--- src/rtl/dma_rdy_pkg.sv ---
package dma_rdy_pkg;
   typedef enum logic {
      MODE_SINGLE = 1'b0,
      MODE_BURST  = 1'b1
   } dma_mode_e;

   function automatic int unsigned cnt_width(input int unsigned depth);
      return $clog2(depth + 1);
   endfunction
endpackage

--- src/rtl/dma_rdy_mode_sel.sv ---
module dma_rdy_mode_sel
   import dma_rdy_pkg::*;
(
   input  logic      q_en,
   input  logic      burst_sel,
   output dma_mode_e mode
);
   always_comb begin
      mode = (q_en && burst_sel) ? MODE_BURST : MODE_SINGLE;
   end
endmodule

--- src/rtl/dma_rdy_lvl_dec.sv ---
module dma_rdy_lvl_dec #(
   parameter int unsigned DEPTH = 32,
   parameter int unsigned CNT_W = 6,
   parameter int unsigned LVL0  = 8,
   parameter int unsigned LVL1  = 16,
   parameter int unsigned LVL2  = 24,
   parameter int unsigned LVL3  = 28
) (
   input  logic [1:0]       sel,
   output logic [CNT_W-1:0] level
);
   localparam int unsigned MAX_LVL = (1 << CNT_W) - 1;

   generate
      if (LVL0 == 0 || LVL0 > DEPTH) begin : g_bad0
         $error("threshold 0 outside 1..DEPTH");
      end
      if (LVL1 == 0 || LVL1 > DEPTH) begin : g_bad1
         $error("threshold 1 outside 1..DEPTH");
      end
      if (LVL2 == 0 || LVL2 > DEPTH) begin : g_bad2
         $error("threshold 2 outside 1..DEPTH");
      end
      if (LVL3 == 0 || LVL3 > DEPTH) begin : g_bad3
         $error("threshold 3 outside 1..DEPTH");
      end
      if (DEPTH > MAX_LVL) begin : g_badw
         $error("count width too narrow for DEPTH");
      end
   endgenerate

   always_comb begin
      unique case (sel)
         2'd0:    level = CNT_W'(LVL0);
         2'd1:    level = CNT_W'(LVL1);
         2'd2:    level = CNT_W'(LVL2);
         default: level = CNT_W'(LVL3);
      endcase
   end
endmodule

--- src/rtl/dma_rdy_tx_gen.sv ---
module dma_rdy_tx_gen
   import dma_rdy_pkg::*;
#(
   parameter int unsigned CNT_W = 6
) (
   input  logic             clk,
   input  logic             rst_n,
   input  dma_mode_e        mode,
   input  logic [CNT_W-1:0] count,
   input  logic [CNT_W-1:0] level,
   output logic             tx_rdy_n
);
   logic below_lvl;
   logic is_empty;

   always_comb begin
      below_lvl = (count < level);
      is_empty  = (count == '0);
   end

   always_ff @(posedge clk or negedge rst_n) begin
      if (!rst_n) begin
         tx_rdy_n <= 1'b1;
      end else if (mode == MODE_BURST) begin
         tx_rdy_n <= !below_lvl;
      end else begin
         tx_rdy_n <= !is_empty;
      end
   end

   AST_TX_SINGLE_EMPTY: assert property (@(posedge clk) disable iff (!rst_n)
      (mode == MODE_SINGLE && count == '0) |=> !tx_rdy_n);
   AST_TX_SINGLE_HELD: assert property (@(posedge clk) disable iff (!rst_n)
      (mode == MODE_SINGLE && count != '0) |=> tx_rdy_n);
   AST_TX_BURST_BELOW: assert property (@(posedge clk) disable iff (!rst_n)
      (mode == MODE_BURST && count < level) |=> !tx_rdy_n);
   AST_TX_BURST_ABOVE: assert property (@(posedge clk) disable iff (!rst_n)
      (mode == MODE_BURST && count >= level) |=> tx_rdy_n);
endmodule

--- src/rtl/dma_rdy_rx_gen.sv ---
module dma_rdy_rx_gen
   import dma_rdy_pkg::*;
#(
   parameter int unsigned CNT_W   = 6,
   parameter bit          HYST_EN = 1'b1
) (
   input  logic             clk,
   input  logic             rst_n,
   input  dma_mode_e        mode,
   input  logic [CNT_W-1:0] count,
   input  logic [CNT_W-1:0] level,
   output logic             rx_rdy_n
);
   logic is_empty;
   logic lvl_hit;
   logic burst_act;

   always_comb begin
      is_empty = (count == '0);
      lvl_hit  = (count >= level);
   end

   generate
      if (HYST_EN) begin : g_hyst
         logic armed_q;
         logic armed_d;

         always_comb begin
            if (is_empty) begin
               armed_d = 1'b0;
            end else if (lvl_hit) begin
               armed_d = 1'b1;
            end else begin
               armed_d = armed_q;
            end
            burst_act = armed_d;
         end

         always_ff @(posedge clk or negedge rst_n) begin
            if (!rst_n) begin
               armed_q <= 1'b0;
            end else begin
               armed_q <= armed_d;
            end
         end

         AST_RX_HOLD: assert property (@(posedge clk) disable iff (!rst_n)
            (mode == MODE_BURST && armed_q && count != '0) |=> !rx_rdy_n);
      end else begin : g_plain
         always_comb begin
            burst_act = lvl_hit;
         end
      end
   endgenerate

   always_ff @(posedge clk or negedge rst_n) begin
      if (!rst_n) begin
         rx_rdy_n <= 1'b1;
      end else if (mode == MODE_BURST) begin
         rx_rdy_n <= !burst_act;
      end else begin
         rx_rdy_n <= is_empty;
      end
   end

   AST_RX_SINGLE: assert property (@(posedge clk) disable iff (!rst_n)
      (mode == MODE_SINGLE) |=> (rx_rdy_n == $past(count == '0)));
   AST_RX_DRAINED: assert property (@(posedge clk) disable iff (!rst_n)
      (count == '0) |=> rx_rdy_n);
   AST_RX_TRIGGER: assert property (@(posedge clk) disable iff (!rst_n)
      (mode == MODE_BURST && count >= level && count != '0) |=> !rx_rdy_n);
endmodule

--- src/rtl/dma_rdy_gen.sv ---
module dma_rdy_gen
   import dma_rdy_pkg::*;
#(
   parameter int unsigned DEPTH    = 32,
   parameter int unsigned RX_LVL_0 = 8,
   parameter int unsigned RX_LVL_1 = 16,
   parameter int unsigned RX_LVL_2 = 24,
   parameter int unsigned RX_LVL_3 = 28,
   parameter int unsigned TX_LVL_0 = 16,
   parameter int unsigned TX_LVL_1 = 8,
   parameter int unsigned TX_LVL_2 = 24,
   parameter int unsigned TX_LVL_3 = 30,
   parameter bit          HYST_EN  = 1'b1,
   localparam int unsigned CNT_W   = cnt_width(DEPTH)
) (
   input  logic             clk,
   input  logic             rst_n,
   input  logic             q_en,
   input  logic             burst_sel,
   input  logic [1:0]       tx_lvl_sel,
   input  logic [1:0]       rx_lvl_sel,
   input  logic [CNT_W-1:0] tx_count,
   input  logic [CNT_W-1:0] rx_count,
   output logic             tx_rdy_n,
   output logic             rx_rdy_n
);
   dma_mode_e        mode;
   logic [CNT_W-1:0] tx_level;
   logic [CNT_W-1:0] rx_level;

   generate
      if (DEPTH < 2) begin : g_bad_depth
         $error("DEPTH must be at least 2");
      end
   endgenerate

   dma_rdy_mode_sel u_mode (
      .q_en      (q_en),
      .burst_sel (burst_sel),
      .mode      (mode)
   );

   dma_rdy_lvl_dec #(
      .DEPTH (DEPTH), .CNT_W (CNT_W),
      .LVL0 (TX_LVL_0), .LVL1 (TX_LVL_1), .LVL2 (TX_LVL_2), .LVL3 (TX_LVL_3)
   ) u_tx_lvl (
      .sel   (tx_lvl_sel),
      .level (tx_level)
   );

   dma_rdy_lvl_dec #(
      .DEPTH (DEPTH), .CNT_W (CNT_W),
      .LVL0 (RX_LVL_0), .LVL1 (RX_LVL_1), .LVL2 (RX_LVL_2), .LVL3 (RX_LVL_3)
   ) u_rx_lvl (
      .sel   (rx_lvl_sel),
      .level (rx_level)
   );

   dma_rdy_tx_gen #(.CNT_W (CNT_W)) u_tx (
      .clk      (clk),
      .rst_n    (rst_n),
      .mode     (mode),
      .count    (tx_count),
      .level    (tx_level),
      .tx_rdy_n (tx_rdy_n)
   );

   dma_rdy_rx_gen #(.CNT_W (CNT_W), .HYST_EN (HYST_EN)) u_rx (
      .clk      (clk),
      .rst_n    (rst_n),
      .mode     (mode),
      .count    (rx_count),
      .level    (rx_level),
      .rx_rdy_n (rx_rdy_n)
   );

   AST_Q_OFF_SINGLE: assert property (@(posedge clk) disable iff (!rst_n)
      (!q_en) |=> (tx_rdy_n == ($past(tx_count) != '0)));
endmodule

--- config.mk ---
export PLATFORM = sky130hd
export DESIGN_NAME = dma_rdy_gen
export DESIGN_NICKNAME = d
export VERILOG_FILES = /design/src/rtl/dma_rdy_pkg.sv /design/src/rtl/dma_rdy_mode_sel.sv /design/src/rtl/dma_rdy_lvl_dec.sv /design/src/rtl/dma_rdy_tx_gen.sv /design/src/rtl/dma_rdy_rx_gen.sv /design/src/rtl/dma_rdy_gen.sv
export SDC_FILE = /design/constraint.sdc
export NUM_CORES = 1
export LEC_CHECK = 0
export ABC_AREA = 0
export BUFFER_PORTS_ARGS = -buffer_cell sky130_fd_sc_hd__buf_2
export CAP_MARGIN = 20
export CORE_AREA = 2 2 39 41
export DETAILED_ROUTE_END_ITERATION = 6
export DIE_AREA = 0 0 41 43
export PLACE_DENSITY_LB_ADDON = 0.2
export SLEW_MARGIN = 20
export SYNTH_ARGS = -nofsm -noshare
export SYNTH_HDL_FRONTEND = slang
export SYNTH_SLANG_ARGS = --single-unit
--- constraint.sdc ---
create_clock -name clk -period 2.4 [get_ports clk]
set_clock_uncertainty 0.05 [all_clocks]
set_input_delay 0.12 -clock clk [delete_from_list [all_inputs] [get_ports clk]]
set_output_delay 0.12 -clock clk [all_outputs]
set_load 0.02 [all_outputs]
Yosys cells after proc, flatten, opt, wreduce, memory -nomap -nowiden
Index checks and enable logic that the tools add are counted.

operators by class
  add/sub/neg operators = 0
  multiply operators = 0
  div/mod/pow operators = 0
  magnitude comparators = 2
  eq/ne operators = 4
  shifts and indexed selects = 0
  muxes and demuxes = 7
  bitwise gates (word level) = 0
  reduce and logical (&&, ||, !) cells = 8

operator list
  operator                                              number
  one-hot mux 5 bit (3 select lines)                    2
  logical NOT 6 bit                                     2
  >= comparator 6 x 5 -> 1 bit                          1
  less-than comparator 6 x 5 -> 1 bit                   1
  2-to-1 mux 1 bit                                      5
  equality test 2 x 1 -> 1 bit (second input constant)  2
  equality test 2 bit (second input constant)           2
  logical NOT 2 bit                                     2
  logical NOT 1 bit                                     3
  logical AND 1 bit                                     1

word-level totals
  bits in registers = 3
  latch bits = 0
  bits in writable memories = 0
  ROM bits = 0
  bits of input ports = 20
  output and inout port bits = 2
  logic and storage cells = 24
  memories kept = 0

Longest topological paths before layout
  word-level depth = 7
  mapped depth = 5
  mapped depth without buffers = 5

Modules after synthesis
From an unflattened synthesis, not the netlist that was laid out.

second synthesis, totals
  cells, all modules = 64
  area, all modules = 519.2 µm²

modules (own cells, without submodules)
  module            instances  cells each  area an instance (µm²)  sequential area each (µm²)
  dma_rdy_rx_gen    1          27          242.7                   51.3
  dma_rdy_tx_gen    1          22          177.7                   26.3
  dma_rdy_lvl_dec   2          7           46.3                    0.0
  dma_rdy_mode_sel  1          1           6.3                     0.0

Worst setup path before layout
OpenSTA, ideal clock, no wires.

  path kind = input to register
  from = in rx_lvl_sel[0]
  to = reg u_rx.rx_rdy_n
  setup time = 61 ps
  arrival time = 1059 ps
  data required time = 2289 ps
  slack = 1230 ps
  stages on the path = 5
  path buffers = 0
  cell sequence = nor2b_1 ha_1 nor4bb_1 o31ai_1 a31o_1

between the ends
  longest elaborated chain between the ends = 7
  elaborated cells between the ends (all ways) = 9
  classes of those cells = 1 x order compare; 2 x eq/ne; 4 x mux; 2 x reduce/logical

ends and longest elaborated chain
  item                                               RTL line               RTL
  start: declaration                                 dma_rdy_gen.sv:21      input logic [1:0] rx_lvl_sel,
  equality test 2 bit, or another cell as far along  dma_rdy_lvl_dec.sv:33  unique case (sel)
  one-hot mux 5 bit (3 select lines) (*)             dma_rdy_lvl_dec.sv:33
  >= comparator 6 x 5 -> 1 bit (*)                   dma_rdy_rx_gen.sv:20   lvl_hit = (count >= level);
  2-to-1 mux 1 bit (*)                               dma_rdy_rx_gen.sv:31   end else if (lvl_hit) begin
  2-to-1 mux 1 bit (*)                               dma_rdy_rx_gen.sv:29   if (is_empty) begin
  logical NOT 1 bit (*)                              dma_rdy_rx_gen.sv:60   rx_rdy_n <= !burst_act;
  2-to-1 mux 1 bit (*)                               dma_rdy_rx_gen.sv:59   end else if (mode == MODE_BURST) begin
  end signal: assignment                             dma_rdy_rx_gen.sv:60
  end signal: assignment                             dma_rdy_rx_gen.sv:62   rx_rdy_n <= is_empty;
  end: declaration                                   dma_rdy_rx_gen.sv:12   output logic rx_rdy_n

Mark *: on every way between the ends. The rest lies on a longest branch, timed or not.

Worst setup path after layout
Same ends and word-level chain as after synthesis.

==> results.sh <==
export IMPL_synth_seq_cells=3
export IMPL_place_ws_ns=1.04
export IMPL_fin_crit_ns=1.10
export IMPL_status="complete, no violations"
export IMPL_hold_ws_ns=0.136
export IMPL_slowest_delay_ns=0.28
export IMPL_clk_pin_slew_ns=0.04
export IMPL_core_sq_um=1380
export IMPL_ys_warn_count=0
export IMPL_cpMaxStageDelayCell="o31ai_1"
export IMPL_grt_max_degree=5
export IMPL_syn_nets=59
export IMPL_vias_per_cell=4.60
export IMPL_path_delay_family="compound AO/OA/AOI/OAI gates"
export IMPL_yosys_top_cells_area="ha_1 24%, dfstp_2 17%, dfrtp_1 8.0%"
export IMPL_rows=14
export IMPL_grt_overflow=0
export IMPL_critPathLaunchType="input port"
export IMPL_dieArea_sq_um=1760
export IMPL_ant_nets=0
export IMPL_start_util_pct=22.6
export IMPL_required_ns=2.52
export IMPL_gp_congestion=0.623
export IMPL_finalHoldViolCount=0
export IMPL_grt_pass1_vias=315
export IMPL_drt_iter0_drc=5
export IMPL_cp_num_buf_inv=1
export IMPL_dp_hpwl_microns=620
export IMPL_route_met3_wl_microns=50
export IMPL_fin_area_sq_um=474
export IMPL_drtPass1Iterations=2
export IMPL_critPathMaxFanout=3
export IMPL_vias=345
export IMPL_die_w_microns=41
export IMPL_routed_wl_microns=691
export IMPL_yosysTopAreaCell="ha_1"
export IMPL_p_leak_nw=0.233
export IMPL_fmax_mhz=906
export IMPL_fin_ws_ns=1.30
export IMPL_wl_met1_microns=293
export IMPL_track_usage_pct=9.02
export IMPL_hold_class="in2reg"
export IMPL_startpoint="rx_lvl_sel[0]"
export IMPL_numCtsBuffers=3
export IMPL_numPortBuffers=21
export IMPL_syn_inst=33
export IMPL_synth_seq_area_share_pct=24.8
export IMPL_clock_sinks=3
export IMPL_cts_root_buf="clkbuf_4"
export IMPL_crit_type="in2reg"
export IMPL_grt_pass1_wl_microns=1060
export IMPL_clk_path_buf_depth=2
export IMPL_arrival_ns=1.23
export IMPL_drv_slew=0
export IMPL_area_growth_synth_to_final_pct=51.6
export IMPL_antenna_found_initial=0
export IMPL_placed_area_sq_um=438
export IMPL_reg2reg_from="u_rx.g_hyst.armed_q"
export IMPL_io_pins=22
export IMPL_fin_crit_sh_pct=46.0
export IMPL_htree_levels=1
export IMPL_die_h_microns=43
export IMPL_rsz0062_at_grt="no"
export IMPL_avgRoutedWirePerCell_microns=9.21
export IMPL_final_setup_viol_count=0
export IMPL_path_cells="buf_2, nor2b_1, ha_1, nor4bb_1, o31ai_1, a31o_1"
export IMPL_synth_avg_cell_area_sq_um=9.48
export IMPL_tightest_slew_ns=0.274
export IMPL_setup_tns_ns=0
export IMPL_clock_latency_ns=0.23
export IMPL_antennaDiodeCount=0
export IMPL_post_route_drc_count=0
export IMPL_cts_setup_buffers=0
export IMPL_slew_headroom_pct=81.6
export IMPL_synthesis_area_sq_um=313
export IMPL_power_density_nw_per_um2=398
export IMPL_wl_met2_microns=347
export IMPL_netlist_area_leader_share_pct=24.0
export IMPL_top_layer="met3"
export IMPL_maxCapViolations=0
export IMPL_nets=86
export IMPL_peakVddDrop_mv=0.129
export IMPL_drive_above_1_share_pct=47.5
export IMPL_cts_tree="done"
export IMPL_worstHoldStart="rx_count[5]"
export IMPL_synth_distinct_cells=23
export IMPL_crit_path_end_kind="flip-flop"
==> cells in the mapped netlist (all sizes together) <==
master  instances
a21oi           2
or4             2
or3b            1
ha              6
nand2           1
nor3            2
a31oi           1
nor4bb          1
nor2            2
nor2b           3
o31ai           1
inv             1
o21ai           1
a31o            1
nor4            1
dfrtp           1
and4b           1
and2            2
nor3b           1
dfstp           2
==> layer usage <==
layer	GRT usage (%)	vias up
li1	-	178
met1	9.90	152
met2	13.8	15
met3	1.57	0
met4	8.00	0
met5	0	-
==> state kept, by name (all words and copies together) (netlist names) <==
signal,flops
u_rx.g_hyst.armed_q,1
u_rx.rx_rdy_n,1
u_tx.tx_rdy_n,1
==> logic make-up (layout without fill, tap and decap cells) <==
kind of cell | after synthesis | after routing | share of synthesized area (%)
buffers and inverters | 1 | 27 | 1.20
DFF | 3 | 3 | 24.8
and+or+nand+nor | 17 | 17 | 38.0
adders and majority gates | 6 | 6 | 24.0
AOI/OAI and AO/OA | 6 | 6 | 12.0
==> where the power goes <==
part | internal [W] | switching [W] | leakage, nW
Combinational | 0.0000257 | 0.0000212 | 0.188
Sequential | 0.0000530 | 0.000000256 | 0.0297
Clock | 0.0000623 | 0.0000263 | 0.0150
Total | 0.000141 | 0.0000478 | 0.233
==> layout by cell type (no fill, tap or decap), types with 2 or more instances in the layout <==
| cell type | instances |
|---|---|
| ha_1 | 6 |
| nor2b_1 | 3 |
| a21oi_1 | 2 |
| dfstp_2 | 2 |
| buf_2 | 21 |
| clkbuf_4 | 3 |
| nor2_1 | 2 |
==> layout make-up <==
class	instances	area, sq um
flip-flops and latches	3	77.6
inverters	1	3.75
multi-input cells	29	231
fillers	150	910
well taps	16	20.0
clock buffers	4	26.3
repair buffers	22	115
==> metrics by stage <==
stage          total power [W]  std cells  util, %
2_1_floorplan        0.0000753         33        -
3_3_place_gp          0.000100         70     31.6
3_5_place_dp          0.000101         70     31.6
4_1_cts               0.000194         75     34.3
5_1_grt               0.000204         75     34.3
6_report              0.000189         75     34.3
==> tightest hold or removal path: stages <==
cell,delay [ns]
buf_2,0.10
nor3_2,0.05
a21oi_1,0.11
==> final timing paths <==
path,endpoint,slack (ns),depth (start not counted)
max,u_rx.rx_rdy_n,1.30,6
min,u_rx.g_hyst.armed_q,0.14,3
max reg2reg,u_rx.rx_rdy_n,1.56,2
min reg2reg,u_rx.g_hyst.armed_q,0.50,2
max in group asynchronous,u_tx.tx_rdy_n,1.95,2
min in group asynchronous,u_rx.g_hyst.armed_q,0.16,2
==> repair_timing <==
action	4_1_cts	5_1_grt
hold buffers	1	0
gates resized for setup	0	0
endpoints found under the setup margin	0	0
hold endpoints to repair	3	0
(Power assumes the default switching activity.)
